===== src/rtl/acc_alu_pkg.sv =====
package acc_alu_pkg;
  typedef enum logic [2:0] {
    OP_HOLD = 3'd0,
    OP_ADD  = 3'd1,
    OP_SUB  = 3'd2,
    OP_LDA  = 3'd3,
    OP_LDX  = 3'd4,
    OP_SHL  = 3'd5,
    OP_SHR  = 3'd6,
    OP_IDLE = 3'd7
  } op_e;

  localparam int FLG_Z = 0;
  localparam int FLG_S = 1;
  localparam int FLG_P = 2;
  localparam int FLG_C = 3;
  localparam int FLG_N = 4;
endpackage


===== src/rtl/alu_addsub.sv =====
module alu_addsub #(
  parameter int W = 8
) (
  input  logic [W-1:0] a,
  input  logic [W-1:0] b,
  input  logic         sub,
  output logic [W-1:0] res,
  output logic         cy
);
  localparam int EW = W + 1;
  logic [EW-1:0] wide;

  always_comb begin
    if (sub) wide = {1'b0, a} - {1'b0, b};
    else     wide = {1'b0, a} + {1'b0, b};
    res = wide[W-1:0];
    cy  = wide[EW-1];
  end
endmodule


===== src/rtl/alu_shift.sv =====
module alu_shift #(
  parameter int W = 8
) (
  input  logic [W-1:0] a,
  input  logic         right,
  output logic [W-1:0] res,
  output logic         out_bit
);
  always_comb begin
    if (right) begin
      res     = {1'b0, a[W-1:1]};
      out_bit = a[0];
    end else begin
      res     = {a[W-2:0], 1'b0};
      out_bit = a[W-1];
    end
  end
endmodule


===== src/rtl/alu_flags.sv =====
module alu_flags #(
  parameter int W = 8
) (
  input  logic [W-1:0] val,
  input  logic         cy,
  output logic [W-1:0] flags
);
  import acc_alu_pkg::*;

  always_comb begin
    flags        = '0;
    flags[FLG_Z] = (val == '0);
    flags[FLG_S] = val[W-1];
    flags[FLG_P] = ^val;
    flags[FLG_C] = cy;
  end
endmodule


===== src/rtl/acc_alu.sv =====
module acc_alu #(
  parameter int W = 8
) (
  input  logic         clk,
  input  logic         rst,
  input  logic [4:0]   cmd,
  input  logic [W-1:0] din,
  output logic [W-1:0] acc_o,
  output logic [W-1:0] flags_o
);
  import acc_alu_pkg::*;

  localparam int NAUX = 3;
  localparam int SELW = 2;

  op_e             op;
  logic [SELW-1:0] sel;
  logic [W-1:0]    acc_q, flag_q;
  logic [W-1:0]    aux_q [NAUX];
  logic [W-1:0]    operand;
  logic [W-1:0]    as_res, sh_res, acc_nxt, flag_nxt;
  logic            as_cy, sh_cy, cy_nxt, acc_we;

  assign op  = op_e'(cmd[4:2]);
  assign sel = cmd[1:0];

  always_comb begin
    case (sel)
      2'd2:    operand = aux_q[1];
      2'd3:    operand = aux_q[2];
      default: operand = aux_q[0];
    endcase
  end

  alu_addsub #(.W(W)) u_as (
    .a(acc_q), .b(operand), .sub(op == OP_SUB), .res(as_res), .cy(as_cy)
  );

  alu_shift #(.W(W)) u_sh (
    .a(acc_q), .right(op == OP_SHR), .res(sh_res), .out_bit(sh_cy)
  );

  always_comb begin
    acc_we  = 1'b1;
    acc_nxt = acc_q;
    cy_nxt  = 1'b0;
    case (op)
      OP_ADD, OP_SUB: begin acc_nxt = as_res; cy_nxt = as_cy; end
      OP_LDA:         begin acc_nxt = din;    cy_nxt = 1'b0;  end
      OP_SHL, OP_SHR: begin acc_nxt = sh_res; cy_nxt = sh_cy; end
      default:        acc_we = 1'b0;
    endcase
  end

  alu_flags #(.W(W)) u_fl (.val(acc_nxt), .cy(cy_nxt), .flags(flag_nxt));

  always_ff @(posedge clk) begin
    if (rst) begin
      acc_q  <= '0;
      flag_q <= '0;
    end else if (acc_we) begin
      acc_q  <= acc_nxt;
      flag_q <= flag_nxt;
    end
  end

  for (genvar g = 0; g < NAUX; g++) begin : g_aux
    always_ff @(posedge clk) begin
      if (rst)
        aux_q[g] <= '0;
      else if (op == OP_LDX && sel == SELW'(g + 1))
        aux_q[g] <= din;
    end
  end

  assign acc_o   = acc_q;
  assign flags_o = flag_q;

  // Assertions, each guarding the register update above.
  p_lda_r4: assert property (@(posedge clk) disable iff (rst)
    (op == OP_LDA) |=> (acc_o == $past(din)) && !flags_o[FLG_C]);

  p_ldx_quiet_r5: assert property (@(posedge clk) disable iff (rst)
    (op == OP_LDX) |=> $stable(acc_o) && $stable(flags_o));

  p_hold_r10: assert property (@(posedge clk) disable iff (rst)
    (op == OP_HOLD || op == OP_IDLE) |=> $stable(acc_o) && $stable(flags_o));

  p_zero_r7: assert property (@(posedge clk) disable iff (rst)
    acc_we |=> (flags_o[FLG_Z] == (acc_o == '0)));

  p_sign_r8: assert property (@(posedge clk) disable iff (rst)
    acc_we |=> (flags_o[FLG_S] == acc_o[W-1]));

  p_parity_r9: assert property (@(posedge clk) disable iff (rst)
    acc_we |=> (flags_o[FLG_P] == ($countones(acc_o) % 2 == 1)));

  p_shl_r6: assert property (@(posedge clk) disable iff (rst)
    (op == OP_SHL) |=> (flags_o[FLG_C] == $past(acc_o[W-1])) && !acc_o[0]);

  p_upper_r11: assert property (@(posedge clk) disable iff (rst)
    1'b1 |=> (flags_o[W-1:FLG_N] == '0));
endmodule


===== config.mk =====
export PLATFORM = sky130hd
export DESIGN_NAME = acc_alu
export DESIGN_NICKNAME = d
export VERILOG_FILES = /design/src/rtl/acc_alu_pkg.sv /design/src/rtl/alu_addsub.sv /design/src/rtl/alu_shift.sv /design/src/rtl/alu_flags.sv /design/src/rtl/acc_alu.sv
export SDC_FILE = /design/constraint.sdc
export NUM_CORES = 1
export LEC_CHECK = 0
export ABC_AREA = 1
export ABC_CLOCK_PERIOD_IN_PS = 4350
export CORE_AREA = 2 2 69 84
export CTS_CLUSTER_DIAMETER = 150
export CTS_CLUSTER_SIZE = 30
export DETAILED_ROUTE_END_ITERATION = 10
export DIE_AREA = 0 0 71 86
export PLACE_DENSITY_LB_ADDON = 0.05
export SLEW_MARGIN = 25
export SYNTH_ARGS = -nofsm -noshare
export SYNTH_HDL_FRONTEND = slang
export SYNTH_SLANG_ARGS = --single-unit

===== constraint.sdc =====
create_clock -name clk -period 4.35 [get_ports clk]
set_input_delay 0.6525 -clock clk [delete_from_list [all_inputs] [get_ports clk]]
set_output_delay 0.6525 -clock clk [all_outputs]
set_load 0.005 [all_outputs]

==> metrics.md, run 1 <==
| Metric | Value |
|---|---|
| Final wirelength | about 6500 µm |
| CTS tree | done |
| Max Cap Viol | 0 |
| R2r worst-path depth | 21 |
| Hold Crit Class | reg2reg |
| Crit start category | input pin |
| Clock Skew | 11.2 ps |
| Seq cells post-synth | 35 |
| First-pass GRT wire length | 10,600 µm |
| Largest delay contributor family on the critical path | buffers and inverters |
| CTS Buf Count | 5 |
| DP HPWL | 5140 µm |
| Post-synth EDFFs | 24 |
| Row cnt | 29 |
| Pre-antenna DRT Iters | 4 |
| RSZ-0062 raised after global routing | no |
| CTS H-tree depth | 2 |
| Clk buf depth | 2 |
| FMAX | 261 MHz |
| Min Tclk post-route | 3830 ps |
| Share of cells above drive strength 1 | roughly 16% |
| Vias in the first global route | between 2,000 and 2,500 |
| Final hold violation count | 0 |
| Synth Cell Area | 2570 µm² |
| Crit-path cells | clkdlybuf4s50_1, inv_2, nor2_4, inv_4, nor2_2, inv_2, nand2_1, xor2_1, inv_1, ha_1, a21o_1, a31oi_1, a21oi_1, nor2_1, nor3_4, ha_1, xnor2_1, xnor2_1, a21oi_1 |
| Gr ovfl total | 0 |
| Pre-CTS setup slack | 14.1 ps |
| Ys Warns | 0 |
| Largest net degree at the start of global routing | 13 |
| Hold Slack | 527 ps |
| Data required time of the worst path | 4530 ps |
| Worst hold path endpoint | flags_o[0] |
| Final ANT Viol Nets | 0 |
| Core area | around 5300 µm² |
| Port Buf Inserts | 26 |
| Worst vdd rail ir drop | about 190 µV |
| GP Congestion | 0.863 |
| Die W | 71 µm |
| Hold Crit Start | flags_o[0] |
| Clk_lat worst skew | 290 ps |
| Pleak | 0.00141 µW |
| Period utilization | between 80 and 90% |
| Die area | 6110 µm² |
| Root buf cell | clkbuf_8 |
| Worst Setup End Kind | flip-flop |
| CP max FO | 7 |
| Predominant post-synthesis flop cell | edfxtp_1 |
| Cell Int Power | 648 µW |
| Final setup violation count | 0 |
| WHS Path Cells | 2 |
| Final design utilization | between 50% and 60% |
| Reg power frac | between 40% and 50% |
| Setup ws final | 524 ps |
| R2R Path End | flags_o[2] |
| Fin Setup TNS | 0 ps |
| Final net count | 388 |
| Final Slew Violations | 0 |
| Async SR Flop Fraction | 0% |
| Logic gate share of total power | 36.1% |
| Area grow syn2layout | 17.5% |
| Syn Inst Count | 319 |
| Average size of a mapped cell | 8.06 µm² |
| Distinct cells, synth | 43 |
| R2R Path Start | aux_q[0][0] |
| Switching pwr | between 300 and 400 µW |
| Arr. time, crit path | 4000 ps |
| Total GRT Usage | 22.7% |
| Routed WL per cell | about 15 µm |
| Clock sink total | 35 |
| Total number of vias | 2,217 |
| Ant. Diodes | 0 |
| Initial DRC Count | roughly 110 |
| CP max stage cell | clkdlybuf4s50_1 |
| Bufs and invs on worst path | 5 |
| Clock transition at the registers of the reported paths | 80 ps |
| Initial core utilization | 48.9% |
| Hold buffers post-CTS | 0 |
| Die H | 86 µm |
| Post-synthesis sequential area ratio | between 30% and 40% |
| Commonest non-fill, non-tap cell in the layout | nor2_1 |
| Switching Share | 34.2% |
| Most frequent cells in the layout | nor2_1 (52), nand2_1 (42), inv_1 (39) |
| Remaining DRCs | 0 |
| Status | finished clean |
| Clk pwr share | 23.0% |
| Via density | 5.27 |
| I/O pin count | 31 |
| Setup slack, reg-to-reg | 1010 ps |
| Max incr delay on CP | 550 ps |
| Initial antenna violation count | 0 |
| Power per standard cell area | 326 nW/µm² |
| Critical path class | in2reg |
layer usage:
layer	share of wire, %	wire, µm	vias to the layer above	GRT usage (%)
met1	42	2720	1011	25.9
met3	4.2	270	20	4.58
li1	-	-	1133	-
met2	50	3240	53	40.2
met5	0	0	-	0
met4	3.8	249	0	11.3
cells by family (layout without fill, tap and decap cells):
kind of cell             Yosys count  after routing  synth area share [%]
other                              1              4                 0.146
AND/OR/NAND/NOR                  154            154                  30.2
adder cells (fa/ha/maj)           14             14                  7.10
flip-flops                        35             35                  36.6
AO/OA/AOI/OAI                     45             45                  11.8
buffers and inverters             61             98                  11.1
XOR/XNOR                           9              9                  3.07
cell type report:
class / instances / area, µm²
inverters: 51 / 199
clock buffers: 5 / 68.8
repair buffers: 40 / 370
clock inverters: 2 / 8.76
well taps: 62 / 77.6
multi-input cells: 226 / 1360
fillers: 500 / 2240
flip-flops and latches: 35 / 941
worst min-delay path, cell delays in order, from the launching register on:
cell and delay [ps]:
dfxtp_1 310, o21ai_1 120, a21oi_1 50
synth_stat cells (3+ instances only):
cell type / instances / area, µm²
nor2_1: 52 / 195
nand2_1: 42 / 158
nor2_4: 3 / 33.8
nand2_4: 4 / 45.0
nand4_1: 4 / 25.0
nor2_2: 4 / 25.0
edfxtp_1: 24 / 721
o211ai_1: 7 / 52.6
buf_6: 4 / 45.0
a21oi_1: 11 / 55.1
xor2_1: 6 / 52.6
inv_4: 3 / 18.8
dfxtp_1: 11 / 220
o21ai_1: 7 / 35.0
inv_1: 39 / 146
o21ai_0: 5 / 25.0
nand3_1: 30 / 150
xnor2_1: 3 / 26.3
or2_2: 3 / 18.8
ha_1: 13 / 163
buf_4: 5 / 37.5
inv_2: 9 / 33.8
power groups by stage:
stage / logic, µW / clock network (µW) / registers [µW]
6_report: 355 / 226 / 402
3_5_place_dp: 355 / 0 / 410
3_3_place_gp: 352 / 0 / 410
5_1_grt: 402 / 245 / 405
4_1_cts: 357 / 230 / 403
2_1_floorplan: 247 / 0 / 405
worst max-delay path by stage:
stage / startpoint / endpoint / slack [ps] / depth (start not counted)
3_5_place_dp: cmd[1] / flags_o[2] / 10 / 23
5_1_grt: cmd[1] / flags_o[2] / 200 / 23
6_report: cmd[3] / flags_o[2] / 520 / 19
3_3_place_gp: cmd[1] / flags_o[2] / 80 / 23
2_1_floorplan: cmd[0] / flags_o[2] / 840 / 22
4_1_cts: cmd[1] / flags_o[2] / 290 / 23
per-stage QoR:
stage / instances / power, µW / area, µm²
floorplan: 322 / 652 / 2580
global placement: 414 / 762 / 2940
detailed placement: 414 / 765 / 2940
CTS: 421 / 990 / 3020
global route: 421 / 1050 / 3020
finish: 421 / 984 / 3020
sequential cells by signal, indices dropped and copies added, names as in the netlist:
signal   count
aux_q       24
acc_o        7
flags_o      4
repair_timing:
| item | 4_1_cts | 5_1_grt |
|---|---|---|
| gates resized for setup | 0 | 2 |
| setup buffers | 0 | 0 |
| endpoints found under the setup margin | 0 | 1 |
Power figures use the tool's default switching activity.
==> inputs of run 2 (changes only) <==
ABC_CLOCK_PERIOD_IN_PS = default   (was 4350)
==> results of run 2 <==
Final layout, timing and power as in run 1 (identical DEF).
==> inputs of run 3 (changes only) <==
GPL_ROUTABILITY_DRIVEN = 0   (was default)
clock period = 3.1 ns   (was 4.35 ns; I/O delays follow)
==> run 3 against run 2 <==
- the flow now finishes with violations (negative setup slack)
- largest cell class unchanged
- final cell count is 15% higher
- combinational power is 120% higher
- critical endpoint unchanged
- sequential share of layout area is 6.0 points lower
==> metrics.md, run 3 (same netlist as run 1, synthesis figures left out) <==
| Metric | Value |
|---|---|
| Final setup violation count | 2 |
| Biggest register | aux_q |
| Max incr delay on CP | 360 ps |
| Clock Skew | around 7 ps |
| Final hold violation count | 0 |
| Pleak | approximately 0.0018 µW |
| Routed WL per cell | 15.3 µm |
| Pre-antenna DRT Iters | 4 |
| Core area | 5260 µm² |
| Final design utilization | between 70 and 80% |
| Logic gate share of total power | 44.3% |
| Gr ovfl total | 0 |
| Clock transition at the registers of the reported paths | 80 ps |
| CTS H-tree depth | 2 |
| Status | finished, violations left |
| Period utilization | 106% |
| Commonest non-fill, non-tap cell in the layout | buf_4 |
| Most frequent cells in the layout | buf_4 (72), nor2_1 (48), inv_1 (35), nand2_1 (35), edfxtp_1 (24) |
| Setup ws final | -200 ps |
| Final wirelength | 7380 µm |
| Hold Slack | about 550 ps |
| Worst slew margin | about two thirds |
| Register area | about 940 µm² |
| CTS Buf Count | 5 |
| Reg power frac | 31.9% |
| Share of cells above drive strength 1 | between 30 and 40% |
| Arr. time, crit path | 3480 ps |
| Max Cap Viol | 0 |
| Max FFs per register | 24 |
| Crit start category | flip-flop |
| CP max stage cell | edfxtp_1 |
| Crit-path cells | inv_1, nor2_1, nand3b_1, inv_2, ha_4, nand4_1, nor2_2, nor2_1, xor2_1, ha_1, a21o_1, nor2_1, nand2_1, nand2_1, nand3_1, o211ai_1, a21oi_2, ha_1, xnor2_2, xnor2_1, a21oi_1 |
| Switching pwr | 587 µW |
| Die area | 6110 µm² |
| Met1 usage | 26.6% |
| Fraction of met2 tracks used by global routing | 46.6% |
| Cell Int Power | 1190 µW |
| Worst Setup End Kind | flip-flop |
| Die H | 86 µm |
| Total number of vias | 2,514 |
| Initial DRC Count | approximately 110 |
| Initial antenna violation count | 0 |
| RSZ-0062 raised after global routing | yes |
| FMAX | 303 MHz |
| Power per standard cell area | 476 nW/µm² |
| Clk pwr share | 23.9% |
| Clock sink total | 35 |
| DP HPWL | 5340 µm |
| Total GRT Usage | 25.2% |
| Final Total Pwr | 1780 µW |
| Largest net degree at the start of global routing | 13 |
| Min Tclk post-route | 3300 ps |
| Clk buf depth | 2 |
| Met3 Resource Use GR | 4.47% |
| Worst vdd rail ir drop | roughly 340 µV |
| Initial core utilization | roughly half |
| Critical path class | reg2reg |
| Grt peak-use layer | met2 |
| Via density | 5.20 |
| Pre-CTS setup slack | -926 ps |
| Footprint of the multi-input gates | 1570 µm² |
| Switching Share | 33.0% |
| CTS tree | done |
| Clk_lat worst skew | approximately 300 ps |
| Area grow syn2layout | 45.4% |
| First-pass GRT wire length | approximately 12,000 µm |
| CP most frequent cell | nor2_1 |
| Row cnt | 29 |
| Data required time of the worst path | around 3300 ps |
| Final net count | 449 |
| Final Slew Violations | 0 |
| I/O pin count | 31 |
| Die W | 71 µm |
| CP max FO | 4 |
| Least-Margin Pin Slew | approximately 500 ps |
| Root buf cell | clkbuf_8 |
| Ant. Diodes | 0 |
| Fin Setup TNS | -281 ps |
| Failing checks | negative setup slack |
| Remaining DRCs | 0 |
| Final ANT Viol Nets | 0 |
| Hold Crit Class | reg2reg |
| Hold buffers post-CTS | 0 |
| Port Buf Inserts | 26 |
| Vias in the first global route | 2,567 |
| Fillers | 415 |
## run 3: cell types whose count changed in the layout (fill, tap and decap cells not counted), sizes merged
| cell | delta |
|---|---|
| dlymetal6s2s | -1 |
| bufinv | +1 |
| clkdlybuf4s50 | -1 |
| buf | +63 |
## run 3: path summary, 6_finish.rpt
check	slack (ps)	from	cells after the start	to
min	550	flags_o[3]	4	flags_o[3]
max	-200	aux_q[2][1]	21	flags_o[2]
min reg2reg	550	flags_o[3]	4	flags_o[3]
max reg2reg	-200	aux_q[2][1]	21	flags_o[2]
## run 3: power by group through the flow
stage          Sequential, µW  Clock, µW  Combinational (µW)
6_report                  567        424                 787
3_3_place_gp              576          0                 594
4_1_cts                   566        430                 699
5_1_grt                   571        451                 858
3_5_place_dp              576          0                 600
2_1_floorplan             569          0                 351
## run 3: cell type report
cell class	instances	share of cell area, %
multi-input cells	226	41.9
repair buffers	101	22.5
flip-flops and latches	35	25.2
clock inverters	3	1.17
well taps	62	2.08
clock buffers	5	1.84
inverters	51	5.39
## run 3: routing by layer
metal	vias up	part of all wire, %	wire, µm
met5	-	0	0
met4	0	3.9	286
met3	23	4.3	320
met2	63	53	3880
met1	1168	39	2880
li1	1260	-	-
## run 3: stage by stage
stage / cells / instance area [µm²]
finish: 483 / 3740
global route: 483 / 3740
CTS: 477 / 3550
detailed placement: 454 / 3250
global placement: 454 / 3250
floorplan: 322 / 2590
## run 3: repair_timing
action,in CTS,in global routing
resized for setup,28,34
setup buffers,15,7
pin swaps,24,35
endpoints found under the hold margin,0,0
endpoints found under the setup margin,5,5
## run 3: worst max-delay path, delay by kind of cell, from the launching register on
| kind | cells | cell delay, ps |
|---|---|---|
| AND/OR/NAND/NOR | 9 | 880 |
| flip-flops | 1 | 360 |
| buffers and inverters | 2 | 170 |
| adder cells (fa/ha/maj) | 3 | 810 |
| AO/OA/AOI/OAI | 4 | 500 |
| XOR/XNOR | 3 | 470 |
